$ cat src/rtl/dbg_ret_pkg.sv
package dbg_ret_pkg;
  typedef enum logic [1:0] {
    CAUSE_BKPT    = 2'b00,
    CAUSE_WPT     = 2'b01,
    CAUSE_DREQ    = 2'b10,
    CAUSE_WPT_EXC = 2'b11
  } cause_e;

  // base 3 for the asynchronous causes, 4 for the synchronous ones
  function automatic logic [2:0] cause_base(cause_e c);
    return c[1] ? 3'd3 : 3'd4;
  endfunction
endpackage

$ cat src/rtl/dbg_entry_ctrl.sv
module dbg_entry_ctrl
  import dbg_ret_pkg::*;
(
  input  logic       clk_i,
  input  logic       rst_ni,
  input  logic       entry_i,
  input  logic [1:0] cause_i,
  input  logic       pf_abort_i,
  output logic       accept_o,
  output cause_e     cause_q_o,
  output logic       entry_o
);
  logic suppress;

  // prefetch abort outranks a breakpoint only
  assign suppress = pf_abort_i && (cause_e'(cause_i) == CAUSE_BKPT);
  assign accept_o = entry_i && !suppress;

  always_ff @(posedge clk_i or negedge rst_ni) begin
    if (!rst_ni) begin
      cause_q_o <= CAUSE_BKPT;
      entry_o   <= 1'b0;
    end else begin
      entry_o <= accept_o;
      if (accept_o) cause_q_o <= cause_e'(cause_i);
    end
  end
endmodule

$ cat src/rtl/dbg_sat_cnt.sv
module dbg_sat_cnt #(
  parameter int unsigned W = 8
) (
  input  logic         clk_i,
  input  logic         rst_ni,
  input  logic         clr_i,
  input  logic         inc_i,
  output logic [W-1:0] cnt_o,
  output logic         sat_hit_o
);
  localparam logic [W-1:0] MaxVal = {W{1'b1}};

  assign sat_hit_o = inc_i && !clr_i && (cnt_o == MaxVal);

  always_ff @(posedge clk_i or negedge rst_ni) begin
    if (!rst_ni)                            cnt_o <= '0;
    else if (clr_i)                         cnt_o <= '0;
    else if (inc_i && (cnt_o != MaxVal))    cnt_o <= cnt_o + 1'b1;
  end
endmodule

$ cat src/rtl/dbg_offset_calc.sv
module dbg_offset_calc
  import dbg_ret_pkg::*;
#(
  parameter int unsigned CNT_W = 8,
  parameter int unsigned OFF_W = 32
) (
  input  cause_e             cause_i,
  input  logic [CNT_W-1:0]   n_i,
  input  logic [CNT_W-1:0]   s_i,
  output logic [OFF_W-1:0]   offset_o
);
  logic [OFF_W-1:0] base_w, n_w, s_w, sum;

  always_comb begin
    base_w   = OFF_W'(cause_base(cause_i));
    n_w      = OFF_W'(n_i);
    s_w      = OFF_W'(s_i);
    sum      = base_w + n_w + s_w + (s_w << 1);
    offset_o = OFF_W'(0) - sum;
  end
endmodule

$ cat src/rtl/dbg_ret_tracker.sv
module dbg_ret_tracker
  import dbg_ret_pkg::*;
#(
  parameter int unsigned CNT_W = 8,
  parameter int unsigned OFF_W = 32
) (
  input  logic             clk_i,
  input  logic             rst_ni,
  input  logic             entry_i,
  input  logic [1:0]       cause_i,
  input  logic             pf_abort_i,
  input  logic             dbg_instr_i,
  input  logic             sys_instr_i,
  input  logic             sys_abort_i,
  output logic [OFF_W-1:0] offset_o,
  output logic             offset_valid_o,
  output logic             entry_o,
  output logic             abort_req_o
);
  localparam int unsigned NumCnt = 2;

  logic              accept;
  cause_e            cause_q;
  logic [NumCnt-1:0] inc, sat_hit;
  logic [CNT_W-1:0]  cnt [NumCnt];
  logic              ovf_q;

  assign inc = {sys_instr_i, dbg_instr_i};

  dbg_entry_ctrl u_entry (
    .clk_i      (clk_i),
    .rst_ni     (rst_ni),
    .entry_i    (entry_i),
    .cause_i    (cause_i),
    .pf_abort_i (pf_abort_i),
    .accept_o   (accept),
    .cause_q_o  (cause_q),
    .entry_o    (entry_o)
  );

  // index 0: debug-speed count, index 1: system-speed count
  for (genvar i = 0; i < NumCnt; i++) begin : g_cnt
    dbg_sat_cnt #(.W(CNT_W)) u_cnt (
      .clk_i     (clk_i),
      .rst_ni    (rst_ni),
      .clr_i     (accept),
      .inc_i     (inc[i]),
      .cnt_o     (cnt[i]),
      .sat_hit_o (sat_hit[i])
    );
  end

  dbg_offset_calc #(.CNT_W(CNT_W), .OFF_W(OFF_W)) u_calc (
    .cause_i  (cause_q),
    .n_i      (cnt[0]),
    .s_i      (cnt[1]),
    .offset_o (offset_o)
  );

  always_ff @(posedge clk_i or negedge rst_ni) begin
    if (!rst_ni) begin
      ovf_q       <= 1'b0;
      abort_req_o <= 1'b0;
    end else begin
      abort_req_o <= sys_instr_i && sys_abort_i;
      if (accept)          ovf_q <= 1'b0;
      else if (|sat_hit)   ovf_q <= 1'b1;
    end
  end

  assign offset_valid_o = !ovf_q;
endmodule

$ cat config.mk
export PLATFORM = sky130hd
export DESIGN_NAME = dbg_ret_tracker
export DESIGN_NICKNAME = d
export VERILOG_FILES = /design/src/rtl/dbg_ret_pkg.sv /design/src/rtl/dbg_entry_ctrl.sv /design/src/rtl/dbg_sat_cnt.sv /design/src/rtl/dbg_offset_calc.sv /design/src/rtl/dbg_ret_tracker.sv
export SDC_FILE = /design/constraint.sdc
export NUM_CORES = 1
export LEC_CHECK = 0
export BUFFER_PORTS_ARGS = -buffer_cell sky130_fd_sc_hd__buf_2
export CAP_MARGIN = 10
export CORE_ASPECT_RATIO = 1.75
export CORE_MARGIN = 2
export CORE_UTILIZATION = 55
export CTS_BUF_LIST = sky130_fd_sc_hd__clkbuf_4 sky130_fd_sc_hd__clkbuf_8 sky130_fd_sc_hd__clkbuf_16
export CTS_CLUSTER_SIZE = 20
export DETAILED_ROUTE_END_ITERATION = 8
export PLACE_DENSITY = 0.91
export SLEW_MARGIN = 30
export SYNTH_ARGS = -nofsm -noshare
export SYNTH_HDL_FRONTEND = slang
export SYNTH_SLANG_ARGS = --single-unit
export TNS_END_PERCENT = 100
$ cat constraint.sdc
create_clock -name clk_i -period 5.9 [get_ports clk_i]
set_clock_uncertainty 0.2 [all_clocks]
set_input_delay 0.59 -clock clk_i [delete_from_list [all_inputs] [get_ports clk_i]]
set_output_delay 0.59 -clock clk_i [all_outputs]
set_load 0.02 [all_outputs]
==> results.cfg <==
[status]
result_of_the_run = complete, no violations

[clock_network]
cts_max_path_buffers = 2
clock_insertion_delay_worst_skew_ps = 260
cts_htree_levels = 1
numCtsBuffers = 3
cell_at_the_root_of_the_clock_tree = sky130_fd_sc_hd__clkbuf_8
post_cts_hold_buffer_count = 0
tritoncts = done
clk_pin_slew_ps = 70
post_cts.resized_instances = 0
post-cts-setup-buffer-count = 0
tritoncts_num_sinks = 20

[place]
routability_cong = 0.860
port-buffer-count = 43
place.detailed.hpwl_mm = 3.41

[power_and_ir_drop]
power_switching_mw = 0.474
power.share.clock_pct = 9.8
power_mw = 0.901
share_comb_of_total_power_pct = 73.5
power_report.internal_total_mw = 0.427
power_frac_seq_pct = 16.7
cellLeakagePower_nw = 1.18
swShare_pct = 52.6
vdd_ir_drop_max_mv = 0.274
power_density_nw_per_um2 = 396

[detailed_routing]
drtAntennaViolNets = 0
first_drt_pass_iteration_count = 4
route.detailed.wl_per_inst_um = 13.6
vias_cell = 5.49
drt-total-wl_mm = 4.09
route.detailed.drc = 0
dr.first_iter.drc_count = 31
vias = 1648

[synth]
synth-seq-cells = 20
synth.net_count = 274
syn-cell-area_um2 = 2070
synth.avg_cell_area_um2 = 9.21
synth-seq-area-share_pct = 24.1
unique_cell_type_count_in_the_yosys_netlist = 35
yosysWarningCount = 0
syn-instance-count = 225

[timing]
slew-limit-headroom_pct = 56.8
tightestPinTransition_ps = 647
finalCritPeriodShare_pct = 86.1
max_freq_mhz = 197
setup_tns_after_final_layout_ps = 0
final-hold-violation-count = 0
min_period_ps = 5080
slew_violations = 0
setup_viol = 0
setup_repair_after_global_routing_missed_its_margin = no

[grt]
track_usage_pct = 20.8
antenna_found_initial = 0
gr-total-overflow = 0
first_pass_grt_wire_length_mm = 7.00
largest_net_degree_at_the_start_of_global_routing = 21
vias_in_the_first_global_route = 1725

[cells_and_area]
drive_gt1_share_pct = 20.5
sequential_cell_area_um2 = 500
num-fill-cells = 313
nNetsFinal = 305
flow.area_growth_from_synthesis_pct = 9.66
multi_input_comb_area_um2 = 1360
antenna_cells = 0

[floorplan]
die-area_um2 = 4300
floorplan.core_area_um2 = 3630
row_count = 29
pin_count = 44
overall_die_height_um = 85.2
die_w_um = 50.4
initial_utilization_pct = 57.1

[worst_setup_path]
critical_path_required_ps = 5110
crit_path_max_fanout = 5
crit_arrival_ps = 4290
critPathMaxStageDelay_ps = 480
worst-path-buf-inv = 2
critPathKind = reg -> out
endpoint_kind = primary output
timing.critical_path.slowest_stage_cell = sky130_fd_sc_hd__fa_1
cp_common_cell = sky130_fd_sc_hd__ha_1
worstPathCellList = ha_1, fa_1, a21o_1, nand2_1, nor2_1, xor2_1, fa_1, inv_1, ha_1, ha_1, and3_4, a2111oi_4, a21oi_2, a22oi_1, buf_2
critical_path.top_delay_family = adder cells
cp-start-kind = register

[run]
max-cap-violations = 0

[hold_path]
min_path_type = in -> async
power by group through the flow:
stage          Combinational (mW)  Clock (mW)  Sequential, mW
6_report                    0.663      0.0883           0.150
5_1_grt                     0.715      0.0950           0.151
4_1_cts                     0.669      0.0908           0.150
3_5_place_dp                0.667           0           0.153
3_3_place_gp                0.650           0           0.152
2_1_floorplan               0.558           0           0.152
state kept, by name, indices dropped and copies added (netlist names):
signal,cells
g_cnt.u_cnt.cnt_o,16
u_entry.entry_o,1
abort_req_o,1
ovf_q,1
u_entry.cause_q_o,1
per-stage QoR:
step                util [%]  std cells  worst slack [ps]  hold WS, ps  cell area [um2]
floorplan                  -        225              1070         94.4             2070
CTS                     62.7        300               835         89.2             2270
global placement        61.5        297              1270          302             2230
detailed placement      61.5        297              1150          305             2230
global route            62.7        300               603          113             2270
finish                  62.7        300               820         76.9             2270
final cells by class:
class | count | share of cell area (%)
repair buffers | 43 | 9.47
flip-flops and latches | 20 | 22.0
clock buffers | 3 | 1.82
well taps | 46 | 2.53
inverters | 26 | 4.29
multi-input cells | 162 | 59.9
cell usage in the layout, fill, tap and decap left out, drive strengths merged, types with 6 or more instances in the layout:
master and count:
a21oi 15, inv 26, o21ai 6, nand4 6, dfrtp 20, a21o 9
buf 43, ha 32, nand2 8, xnor2 9, xor2 14, nand3 7
fa 8, nor2 19
metal layers:
metal  wire length, um  global-route usage (%)  up-vias
met5                 0                       0        -
met4               113                    9.58        0
met3               115                    1.76       11
met2              2390                    42.1       41
met1              1470                    19.7      784
li1                  -                       -      812
cell families (layout without fill, tap and decap cells):
family	count (synthesis)	in the layout	synth area share [%]
buf+inv	43	72	10.2
fa+ha+maj	40	40	27.0
mux	1	1	0.483
simple gates	55	55	13.9
xor+xnor	23	23	9.72
compound gates	43	43	14.5
flops	20	20	24.1
path summary, 6_finish.rpt:
kind / start / end / slack (ps) / cells after the start
worst max-delay path: u_entry.cause_q_o[1]$_DFFE_PN0P_ / offset_o[21] / 820 / 15
worst min-delay path: rst_ni / abort_req_o$_DFF_PN0_ / 80 / 1
worst max register to register: g_cnt[1].u_cnt.cnt_o[2]$_DFFE_PN0P_ / g_cnt[1].u_cnt.cnt_o[7]$_DFFE_PN0P_ / 3900 / 5
worst min register to register: ovf_q$_DFFE_PN0P_ / ovf_q$_DFFE_PN0P_ / 320 / 2
max in group asynchronous: rst_ni / g_cnt[1].u_cnt.cnt_o[7]$_DFFE_PN0P_ / 5100 / 1
min in group clk_i: ovf_q$_DFFE_PN0P_ / ovf_q$_DFFE_PN0P_ / 320 / 2
synthesized netlist by cell type, drive strengths merged:
cell type	instances	area, um2
ha	32	400
inv	26	97.6
dfrtp	20	500
nor2	19	71.3
buf	16	110
a21oi	15	78.8
xor2	14	123
a21o	9	67.6
xnor2	9	78.8
fa	8	160
nand2	8	30.0
nand3	7	35.0
nand4	6	50.0
o21ai	6	33.8
a22oi	4	30.0
and2	4	25.0
and3	3	23.8
and4	2	17.5
nor2b	2	12.5
o2111ai	2	17.5
o211ai	2	15.0
o21a	2	15.0
or3	2	12.5
a2111oi	1	27.5
a211oi	1	7.51
clkbuf	1	3.75
mux2i	1	10.0
nand2b	1	6.26
nor3	1	5.00
o21bai	1	7.51
No activity file was read; power rests on OpenSTA's default activity.
